===== config.mk =====
export PLATFORM = sky130hd
export DESIGN_NAME = reload_timer
export DESIGN_NICKNAME = d
export VERILOG_FILES = /design/src/rtl/rtmr_pkg.sv /design/src/rtl/rtmr_prescaler.sv /design/src/rtl/rtmr_counter.sv /design/src/rtl/rtmr_regs.sv /design/src/rtl/reload_timer.sv
export SDC_FILE = /design/constraint.sdc
export NUM_CORES = 1
export LEC_CHECK = 0
export ABC_AREA = 1
export CAP_MARGIN = 5
export CORE_MARGIN = 4
export CORE_UTILIZATION = 40
export DETAILED_ROUTE_END_ITERATION = 16
export SYNTH_ARGS = -nofsm -noshare
export SYNTH_HDL_FRONTEND = slang
export SYNTH_SLANG_ARGS = --single-unit

===== constraint.sdc =====
create_clock -name clk -period 2.4 [get_ports clk]
set_input_delay 0.24 -clock clk [delete_from_list [all_inputs] [get_ports clk]]
set_output_delay 0.24 -clock clk [all_outputs]
set_load 0.03 [all_outputs]

===== src/rtl/rtmr_pkg.sv =====
package rtmr_pkg;
  typedef enum logic [1:0] {
    A_CTRL = 2'd0,
    A_LOAD = 2'd1,
    A_PRE  = 2'd2,
    A_CNT  = 2'd3
  } reg_addr_e;

  typedef struct packed {
    logic mode_out;
    logic irq_en;
    logic run;
  } ctrl_t;

  localparam int unsigned CTRL_W = $bits(ctrl_t);
endpackage


===== src/rtl/rtmr_prescaler.sv =====
module rtmr_prescaler #(
  parameter int unsigned PRE_W = 8
) (
  input  logic             clk,
  input  logic             rst,
  input  logic             run_i,
  input  logic [PRE_W-1:0] reload_i,
  output logic             tclk_o,
  output logic             tick_o
);
  logic [PRE_W-1:0] pcnt_q;
  logic             tclk_q;
  logic             at_zero;

  assign at_zero = (pcnt_q == '0);

  always_ff @(posedge clk) begin
    if (rst) begin
      pcnt_q <= '0;
      tclk_q <= 1'b0;
    end else if (!run_i) begin
      pcnt_q <= reload_i;
      tclk_q <= 1'b0;
    end else if (at_zero) begin
      pcnt_q <= reload_i;
      tclk_q <= ~tclk_q;
    end else begin
      pcnt_q <= pcnt_q - 1'b1;
    end
  end

  // rising edge of the timer clock happens at the next edge
  assign tick_o = run_i && at_zero && !tclk_q;
  assign tclk_o = tclk_q;

  assert_idle_low_R3: assert property (@(posedge clk) disable iff (rst)
    !run_i |=> !tclk_q);
  assert_toggle_R2: assert property (@(posedge clk) disable iff (rst)
    (run_i && at_zero) |=> (tclk_q != $past(tclk_q)));
  assert_hold_R2: assert property (@(posedge clk) disable iff (rst)
    (run_i && !at_zero) |=> ($stable(tclk_q) && pcnt_q == $past(pcnt_q) - 1'b1));
endmodule


===== src/rtl/rtmr_counter.sv =====
module rtmr_counter #(
  parameter int unsigned CNT_W = 16
) (
  input  logic             clk,
  input  logic             rst,
  input  logic             tick_i,
  input  logic [CNT_W-1:0] load_i,
  input  logic             ld_now_i,
  input  logic [CNT_W-1:0] ld_val_i,
  input  logic             mode_out_i,
  output logic [CNT_W-1:0] cnt_o,
  output logic             reload_o,
  output logic             tmo_o
);
  logic [CNT_W-1:0] cnt_q;
  logic             tmo_q;

  assign reload_o = tick_i && (cnt_q == '0);

  always_ff @(posedge clk) begin
    if (rst) begin
      cnt_q <= '0;
      tmo_q <= 1'b0;
    end else begin
      tmo_q <= reload_o && mode_out_i;
      if (ld_now_i)
        cnt_q <= ld_val_i;
      else if (tick_i)
        cnt_q <= reload_o ? load_i : cnt_q - 1'b1;
    end
  end

  assign cnt_o = cnt_q;
  assign tmo_o = tmo_q;

  assert_reload_val_R4: assert property (@(posedge clk) disable iff (rst)
    (tick_i && cnt_q == '0 && !ld_now_i) |=> (cnt_q == $past(load_i)));
  assert_step_R3: assert property (@(posedge clk) disable iff (rst)
    (tick_i && cnt_q != '0 && !ld_now_i) |=> (cnt_q == $past(cnt_q) - 1'b1));
  assert_frozen_R3: assert property (@(posedge clk) disable iff (rst)
    (!tick_i && !ld_now_i) |=> $stable(cnt_q));
  assert_pulse_out_R7: assert property (@(posedge clk) disable iff (rst)
    (tick_i && cnt_q == '0 && mode_out_i) |=> tmo_q);
  assert_pulse_quiet_R7: assert property (@(posedge clk) disable iff (rst)
    !mode_out_i |=> !tmo_q);
endmodule


===== src/rtl/rtmr_regs.sv =====
module rtmr_regs
  import rtmr_pkg::*;
#(
  parameter int unsigned DATA_W = 16,
  parameter int unsigned CNT_W  = 16
) (
  input  logic              clk,
  input  logic              rst,
  input  logic              we_i,
  input  logic [1:0]        addr_i,
  input  logic [DATA_W-1:0] wdata_i,
  input  logic [CNT_W-1:0]  cnt_i,
  input  logic              reload_i,
  output ctrl_t             ctrl_o,
  output logic [CNT_W-1:0]  load_o,
  output logic [DATA_W-1:0] pre_o,
  output logic              ld_now_o,
  output logic              irq_o,
  output logic [DATA_W-1:0] rdata_o
);
  localparam int unsigned FLAG_BIT = DATA_W - 1;

  ctrl_t             ctrl_q;
  logic [CNT_W-1:0]  load_q;
  logic [DATA_W-1:0] pre_q;
  logic              flag_q;
  logic [DATA_W-1:0] rdata_q;
  logic [DATA_W-1:0] rd_next;
  logic              clr_req;
  logic              set_req;

  assign clr_req  = we_i && (reg_addr_e'(addr_i) == A_CNT) && wdata_i[0];
  assign set_req  = reload_i && ctrl_q.irq_en;
  assign ld_now_o = we_i && (reg_addr_e'(addr_i) == A_LOAD) && !ctrl_q.run;

  always_comb begin
    rd_next = '0;
    case (reg_addr_e'(addr_i))
      A_CTRL: begin
        rd_next[CTRL_W-1:0] = ctrl_q;
        rd_next[FLAG_BIT]   = flag_q;
      end
      A_LOAD:  rd_next = DATA_W'(load_q);
      A_PRE:   rd_next = pre_q;
      default: rd_next = DATA_W'(cnt_i);
    endcase
  end

  always_ff @(posedge clk) begin
    if (rst) begin
      ctrl_q  <= '0;
      load_q  <= '0;
      pre_q   <= '0;
      flag_q  <= 1'b0;
      rdata_q <= '0;
    end else begin
      rdata_q <= rd_next;
      if (we_i) begin
        case (reg_addr_e'(addr_i))
          A_CTRL:  ctrl_q <= ctrl_t'(wdata_i[CTRL_W-1:0]);
          A_LOAD:  load_q <= wdata_i[CNT_W-1:0];
          A_PRE:   pre_q  <= wdata_i;
          default: ;
        endcase
      end
      if (set_req)
        flag_q <= 1'b1;
      else if (clr_req)
        flag_q <= 1'b0;
    end
  end

  assign ctrl_o  = ctrl_q;
  assign load_o  = load_q;
  assign pre_o   = pre_q;
  assign irq_o   = flag_q;
  assign rdata_o = rdata_q;

  assert_irq_set_R6: assert property (@(posedge clk) disable iff (rst)
    (reload_i && ctrl_q.irq_en) |=> flag_q);
  assert_irq_sticky_R6: assert property (@(posedge clk) disable iff (rst)
    (flag_q && !(we_i && addr_i == 2'd3 && wdata_i[0])) |=> flag_q);
  assert_irq_quiet_R6: assert property (@(posedge clk) disable iff (rst)
    (!flag_q && !(reload_i && ctrl_q.irq_en)) |=> !flag_q);
endmodule


===== src/rtl/reload_timer.sv =====
module reload_timer #(
  parameter int unsigned DATA_W = 16,
  parameter int unsigned CNT_W  = 16,
  parameter int unsigned PRE_W  = 8
) (
  input  logic              clk,
  input  logic              rst,
  input  logic              bus_we,
  input  logic [1:0]        bus_addr,
  input  logic [DATA_W-1:0] bus_wdata,
  output logic [DATA_W-1:0] bus_rdata,
  output logic              irq_o,
  output logic              tmo_o,
  output logic              tclk_o
);
  import rtmr_pkg::*;

  ctrl_t             ctrl;
  logic [CNT_W-1:0]  load_val;
  logic [DATA_W-1:0] pre_val;
  logic              ld_now;
  logic [CNT_W-1:0]  cnt;
  logic              reload;
  logic              tick;

  rtmr_regs #(.DATA_W(DATA_W), .CNT_W(CNT_W)) u_regs (
    .clk      (clk),
    .rst      (rst),
    .we_i     (bus_we),
    .addr_i   (bus_addr),
    .wdata_i  (bus_wdata),
    .cnt_i    (cnt),
    .reload_i (reload),
    .ctrl_o   (ctrl),
    .load_o   (load_val),
    .pre_o    (pre_val),
    .ld_now_o (ld_now),
    .irq_o    (irq_o),
    .rdata_o  (bus_rdata)
  );

  rtmr_prescaler #(.PRE_W(PRE_W)) u_pre (
    .clk      (clk),
    .rst      (rst),
    .run_i    (ctrl.run),
    .reload_i (pre_val[PRE_W-1:0]),
    .tclk_o   (tclk_o),
    .tick_o   (tick)
  );

  rtmr_counter #(.CNT_W(CNT_W)) u_cnt (
    .clk        (clk),
    .rst        (rst),
    .tick_i     (tick),
    .load_i     (load_val),
    .ld_now_i   (ld_now),
    .ld_val_i   (bus_wdata[CNT_W-1:0]),
    .mode_out_i (ctrl.mode_out),
    .cnt_o      (cnt),
    .reload_o   (reload),
    .tmo_o      (tmo_o)
  );
endmodule


==> results of run 1 <==
[path summary, 6_finish.rpt]
check	startpoint	endpoint	slack [ns]
hold reg to reg	u_pre.pcnt_q[0]	u_pre.pcnt_q[0]	0.44
setup reg to reg	u_pre.pcnt_q[0]	u_cnt.cnt_o[1]	0.41
setup / recovery	u_pre.pcnt_q[0]	u_cnt.cnt_o[1]	0.41
hold / removal	u_pre.pcnt_q[0]	u_pre.pcnt_q[0]	0.44
[logic make-up after synthesis]
kind of cell,Yosys count,synth area share [%]
AO/OA/AOI/OAI,150,20.1
XOR/XNOR,8,1.77
adder cells (fa/ha/maj),3,0.949
buffers and inverters,125,12.6
flip-flops,78,39.5
AND/OR/NAND/NOR,206,25.1
[report_power, final]
part | internal (mW) | leakage, nW | switching [mW]
clock | 0.505 | 0.102 | 0.507
combinational | 0.226 | 1.29 | 0.424
sequential | 1.35 | 0.635 | 0.0395
total | 2.08 | 2.03 | 0.971
[cells in the final DEF (no fill, tap or decap), drive strengths merged]
cell	instances
nand4	3
nand2	98
clkinv	5
nor3	2
inv	104
o2111ai	1
o21ai	67
ha	3
buf	6
o22ai	12
xnor2	1
clkbuf	10
a31oi	2
nor2	58
bufinv	1
o221ai	2
o31ai	3
a21oi	59
clkdlybuf4s50	39
or2	2
clkinvlp	1
dfxtp	78
nand3	43
o211ai	4
xor2	7
[routing by layer]
layer,wire length (µm),up-vias,global-route usage [%]
met5,0,-,0
met4,159,0,6.04
met3,684,14,4.02
met2,4800,110,29.9
met1,5460,1732,28.5
li1,-,1914,-
[stage by stage]
step	setup WS, ns	power [mW]
3_3_place_gp	0.370	2.06
3_5_place_dp	0.381	2.06
5_1_grt	0.272	3.20
4_1_cts	0.454	3.07
6_report	0.414	3.06
2_1_floorplan	0.800	1.88
[state kept, by name, summed over array words and instances, names as in the netlist]
| register | flops |
|---|---|
| u_cnt.cnt_o | 16 |
| u_cnt.tmo_o | 1 |
| u_pre.pcnt_q | 8 |
| u_pre.tclk_o | 1 |
| u_regs.ctrl_o | 3 |
| u_regs.irq_o | 1 |
| u_regs.load_o | 16 |
| u_regs.pre_o | 16 |
| u_regs.rdata_o | 16 |
[worst reg2reg max path, delay by kind of cell, from the launching register on]
kind | cells | cell delay [ns]
AND/OR/NAND/NOR | 6 | 0.86
AO/OA/AOI/OAI | 1 | 0.13
adder cells (fa/ha/maj) | 1 | 0.23
flip-flops | 1 | 0.32
buffers and inverters | 2 | 0.37
[cell type report]
type	instances	area share, %
well taps	133	3.58
inverters	105	8.47
flip-flops and latches	78	33.6
repair buffers	45	9.36
clock buffers	10	2.96
clock inverters	6	1.32
multi-input cells	367	40.8
==> run_results.csv, run 1 <==
group,metric,value,unit
run,drv_cap,0,
global_route,grt_max_degree,59,
route,wl,11.1,mm
setup_path,slowest_stage,"dfxtp_1",
cells_and_area,filler_cell_count,1026,
cells_and_area,utilization,48.0,%
setup_path,timing_worst_setup_path_type,"reg -> reg",
timing,hold_viol,0,
setup_path,worst-path-max-fanout,11,
synthesis,synth-async-reset-ratio,0,%
clock_tree,clock_sinks,78,
synthesis,synth_cell_types,35,
timing,hold_ws,0.435,ns
setup_path,cp-start-kind,"flop",
placed_design,place_congestion,0.909,
synthesis,synth_top_cell_area_share,39.5,%
clock_tree,clockRootBuffer,"clkbuf_8",
synthesis,ys_seq_area_share,39.5,%
floorplanning,start_util,40.9,%
clock_tree,cts-buffers-inserted,9,
timing,worst_pin_slew,0.650,ns
synthesis,netlist_top_cells_count,"97 x inv_1, 92 x nand2_1, 78 x dfxtp_1",
clock_tree,cts_tree,"built",
setup_path,path_cells,"inv_1 -> ha_1 -> nand3_4 -> nor2_4 -> nand3_4 -> inv_2 -> nand3_2 -> nand2_1 -> nand3_1 -> a21oi_1",
floorplanning,die_x,107,µm
placed_design,hpwl,8.14,mm
route,drtIter0Drc,306,
clock_tree,ctsResizeCount,0,
timing,post-route-period-util,82.7,%
setup_path,reg2reg_depth,10,
route,drtAntennaViolNets,0,
timing,rsz0062_at_grt,"no",
timing,slew_headroom,56.5,%
timing,fin_crit,1.99,ns
clock_tree,cts_hold_buf,0,
setup_path,cpPeakStageDelay,0.32,ns
clock_tree,clk_latency,0.36,ns
cells_and_area,multi_input_area,0.00190,mm²
synthesis,netlist_area,0.00396,mm²
cells_and_area,area_growth_syn_to_layout,17.6,%
synthesis,syn_area_per_cell,6.94,µm²
timing,clock.fmax,0.504,GHz
clock_tree,clk_path_buf_depth,2,
global_route,grt_overflow,0,
synthesis,ys_ff_latch,78,
placed_design,placed_cells,728,
timing,finClkSkew,0.0153,ns
synthesis,synth_most_common_cell,"inv_1",
placed_design,placed_area,0.00445,mm²
power_and_ir_drop,powerDensity,657,mW/mm²
setup_path,critPathTopFamily,"simple AND/OR/NAND/NOR gates",
route,wire_per_inst,14.9,µm
timing,finalSetupViolCount,0,
floorplanning,rows,36,
setup_path,worst-path-buf-inv,2,
setup_path,cp-end-kind,"flop",
synthesis,syn_inst,570,
floorplanning,core,0.00968,mm²
worst_hold_path,hold_path_class,"reg -> reg",
power_and_ir_drop,p_leak,2.03,nW
worst_hold_path,hold_path_depth,1,
cells_and_area,regArea,0.00156,mm²
synthesis,yosys_warnings,0,
floorplanning,num_io_pins,40,
timing,setup_tns,0,ns
synthesis,ys.flop_type,"dfxtp_1",
clock_tree,path_clk_slew,0.09,ns
synthesis,synth_area_leader_cell,"dfxtp_1",
timing,drv_slew,0,
route,drt-vias-per-instance,5.07,
synthesis,netlist_top_cells_area,"dfxtp_1 39%, inv_1 9.2%, nand2_1 8.7%",
synthesis,syn-num-nets,594,
cells_and_area,final_net_count,630,
global_route,antenna_found_initial,0,
outcome,outcome,"complete, no violations",
synthesis,synth_edf_count,0,
cells_and_area,n_antenna_cell,0,
floorplanning,die_area,0.0115,mm²
clock_tree,cts_setup_buffers,0,
setup_path,worstSetupPathDepth,10,
cells_and_area,final_area,0.00465,mm²
cells_and_area,instances_no_fill,744,
global_route,grt_use_total,19.8,%
global_route,grt_first_pass_wirelength,18.0,mm
route,drc,0,
cells_and_area,drive_above_1_share,8.18,%
clock_tree,htree_levels,3,
global_route,grt_pass1_vias,3527,
route,num_vias,3770,
power_and_ir_drop,peakVddDrop,0.236,mV
route,first_pass_iters,5,
setup_path,worstPathRequired,2.69,ns
setup_path,crit_top_cell,"nand3_4",
floorplanning,fp.dieH,107,µm
placed_design,io_buffer_count,39,
setup_path,crit_arrival,2.27,ns
Power figures use the tool's default switching activity.
==> run 2: changes to the inputs <==
clock period = 1.6 ns   (was 2.4 ns; I/O delays follow)
==> run_results.csv, run 2 (synthesis gave the netlist of run 1 again) <==
group,metric,value,unit
outcome,outcome,"complete, but fails checks",
worst_hold_path,hold_path_depth,1,
clock_tree,clk_path_buf_depth,2,
route,drt-vias-per-instance,5.06,
cells_and_area,drive_above_1_share,20.4,%
cells_and_area,area_growth_syn_to_layout,33.7,%
clock_tree,cts_tree,"built",
power_and_ir_drop,p_seq_share,42.8,%
global_route,antenna_found_initial,0,
route,drc,0,
timing,drv_slew,0,
setup_path,cp-start-kind,"flop",
timing,finClkSkew,0.00924,ns
outcome,violations,"setup timing",
clock_tree,htree_levels,3,
clock_tree,path_clk_slew,0.09,ns
cells_and_area,filler_cell_count,951,
run,drv_cap,0,
timing,setup_slack,-0.0131,ns
placed_design,placed_cells,780,
timing,worst_pin_slew,0.418,ns
clock_tree,clock_sinks,78,
floorplanning,num_io_pins,40,
power_and_ir_drop,pwr-share-clk,31.2,%
floorplanning,start_util,40.9,%
timing,fin_crit,1.61,ns
setup_path,cp-end-kind,"flop",
timing,hold_ws,0.423,ns
setup_path,worst-path-max-fanout,6,
route,wire_per_inst,15.3,µm
worst_hold_path,hold_path_class,"reg -> reg",
timing,post-route-period-util,101,%
floorplanning,die_x,107,µm
cells_and_area,utilization,54.6,%
timing,finalSetupViolCount,4,
route,wl,12.3,mm
setup_path,worstPathRequired,1.84,ns
cells_and_area,instances_no_fill,801,
power_and_ir_drop,peakVddDrop,0.444,mV
timing,hold_viol,0,
floorplanning,die_area,0.0115,mm²
setup_path,crit_arrival,1.85,ns
placed_design,placed_area,0.00489,mm²
power_and_ir_drop,p_comb_share,26.0,%
cells_and_area,final_common_cell,"inv_1",
global_route,grt_pass1_vias,3695,
setup_path,reg2reg_depth,10,
floorplanning,rows,36,
global_route,grt_use_total,21.2,%
floorplanning,fp.dieH,107,µm
timing,clock.fmax,0.620,GHz
global_route,grt_max_degree,59,
route,num_vias,4050,
setup_path,slowest_stage,"dfxtp_1",
cells_and_area,final_net_count,687,
cells_and_area,final_cell_mix,"93 x inv_1, 92 x nand2_1, 75 x dfxtp_1",
power_and_ir_drop,p_sw,1.56,mW
setup_path,path_cells,"inv_2 -> ha_4 -> nand3_4 -> nor2_4 -> nand3_4 -> buf_12 -> nor2_4 -> nand3_1 -> nand3_1 -> a21oi_1",
power_and_ir_drop,p_int,3.32,mW
setup_path,r2r_setup_slack,-0.01,ns
clock_tree,cts_hold_buf,0,
clock_tree,clk_latency,0.35,ns
global_route,grt_first_pass_wirelength,19.1,mm
power_and_ir_drop,powerDensity,922,mW/mm²
placed_design,hpwl,9.12,mm
clock_tree,cts-buffers-inserted,9,
cells_and_area,final_area,0.00529,mm²
route,drtIter0Drc,360,
power_and_ir_drop,power,4.88,mW
placed_design,place_congestion,0.913,
power_and_ir_drop,p_leak,2.35,nW
global_route,grt_overflow,0,
setup_path,cpPeakStageDelay,0.32,ns
power_and_ir_drop,swShare,31.9,%
clock_tree,clockRootBuffer,"clkbuf_8",
route,first_pass_iters,4,
timing,slew_headroom,72.1,%
cells_and_area,n_antenna_cell,0,
floorplanning,core,0.00968,mm²
route,drtAntennaViolNets,0,
timing,rsz0062_at_grt,"yes",
placed_design,io_buffer_count,39,
setup_path,timing_worst_setup_path_type,"reg -> reg",
run 2: cell types whose count changed in the layout (fill, tap and decap cells not counted), sizes merged:
cell	previous run	this run
dlymetal6s2s	0	1
buf	6	61
clkdlybuf4s50	39	38
nor2	58	60
run 2: repair_timing:
| item | CTS | global route |
|---|---|---|
| setup buffers | 1 | 3 |
| gates cloned | 1 | 1 |
| gates resized for setup | 11 | 37 |
| endpoints found under the setup margin | 23 | 26 |
| pin swaps | 5 | 10 |
run 2: routing by layer:
layer	track usage [%]	vias to the layer above	part of all wire, %
li1	-	2018	-
met1	31.3	1872	47
met2	32.0	139	44
met3	3.30	21	6.5
met4	5.68	0	2.1
met5	0	-	0
run 2: final cells by class:
cell class	instances	area, µm²	area share [%]
clock buffers	10	138	2.60
clock inverters	6	61.3	1.16
inverters	105	402	7.59
multi-input cells	369	2030	38.4
flip-flops and latches	78	1570	29.6
well taps	133	166	3.15
repair buffers	100	928	17.5
run 2: power groups by stage:
stage	sequential (mW)	combinational, mW	clock (mW)
2_1_floorplan	2.14	0.681	0
3_3_place_gp	2.13	1.15	0
3_5_place_dp	2.13	1.16	0
4_1_cts	2.09	1.20	1.55
5_1_grt	2.10	1.39	1.63
6_report	2.09	1.27	1.52
run 2: final timing paths:
kind / endpoint / from
worst max-delay path: u_cnt.cnt_o[3] / u_pre.pcnt_q[1]
worst min-delay path: u_pre.pcnt_q[0] / u_pre.pcnt_q[0]
worst max register to register: u_cnt.cnt_o[3] / u_pre.pcnt_q[1]
worst min register to register: u_pre.pcnt_q[0] / u_pre.pcnt_q[0]
run 2: worst max-delay path: cells and delay by family (launching register included):
kind                     cells  cell delay, ns
AO/OA/AOI/OAI                1            0.06
adder cells (fa/ha/maj)      1            0.15
buffers and inverters        2            0.28
flip-flops                   1            0.32
AND/OR/NAND/NOR              6            0.68
run 2: through the flow:
stage,TNS [ns],setup slack [ns]
finish,-0.0405,-0.0131
global placement,-1.69,-0.106
detailed placement,-2.20,-0.107
CTS,0,0.00265
floorplan,0,0.000317
global route,-1.28,-0.0905
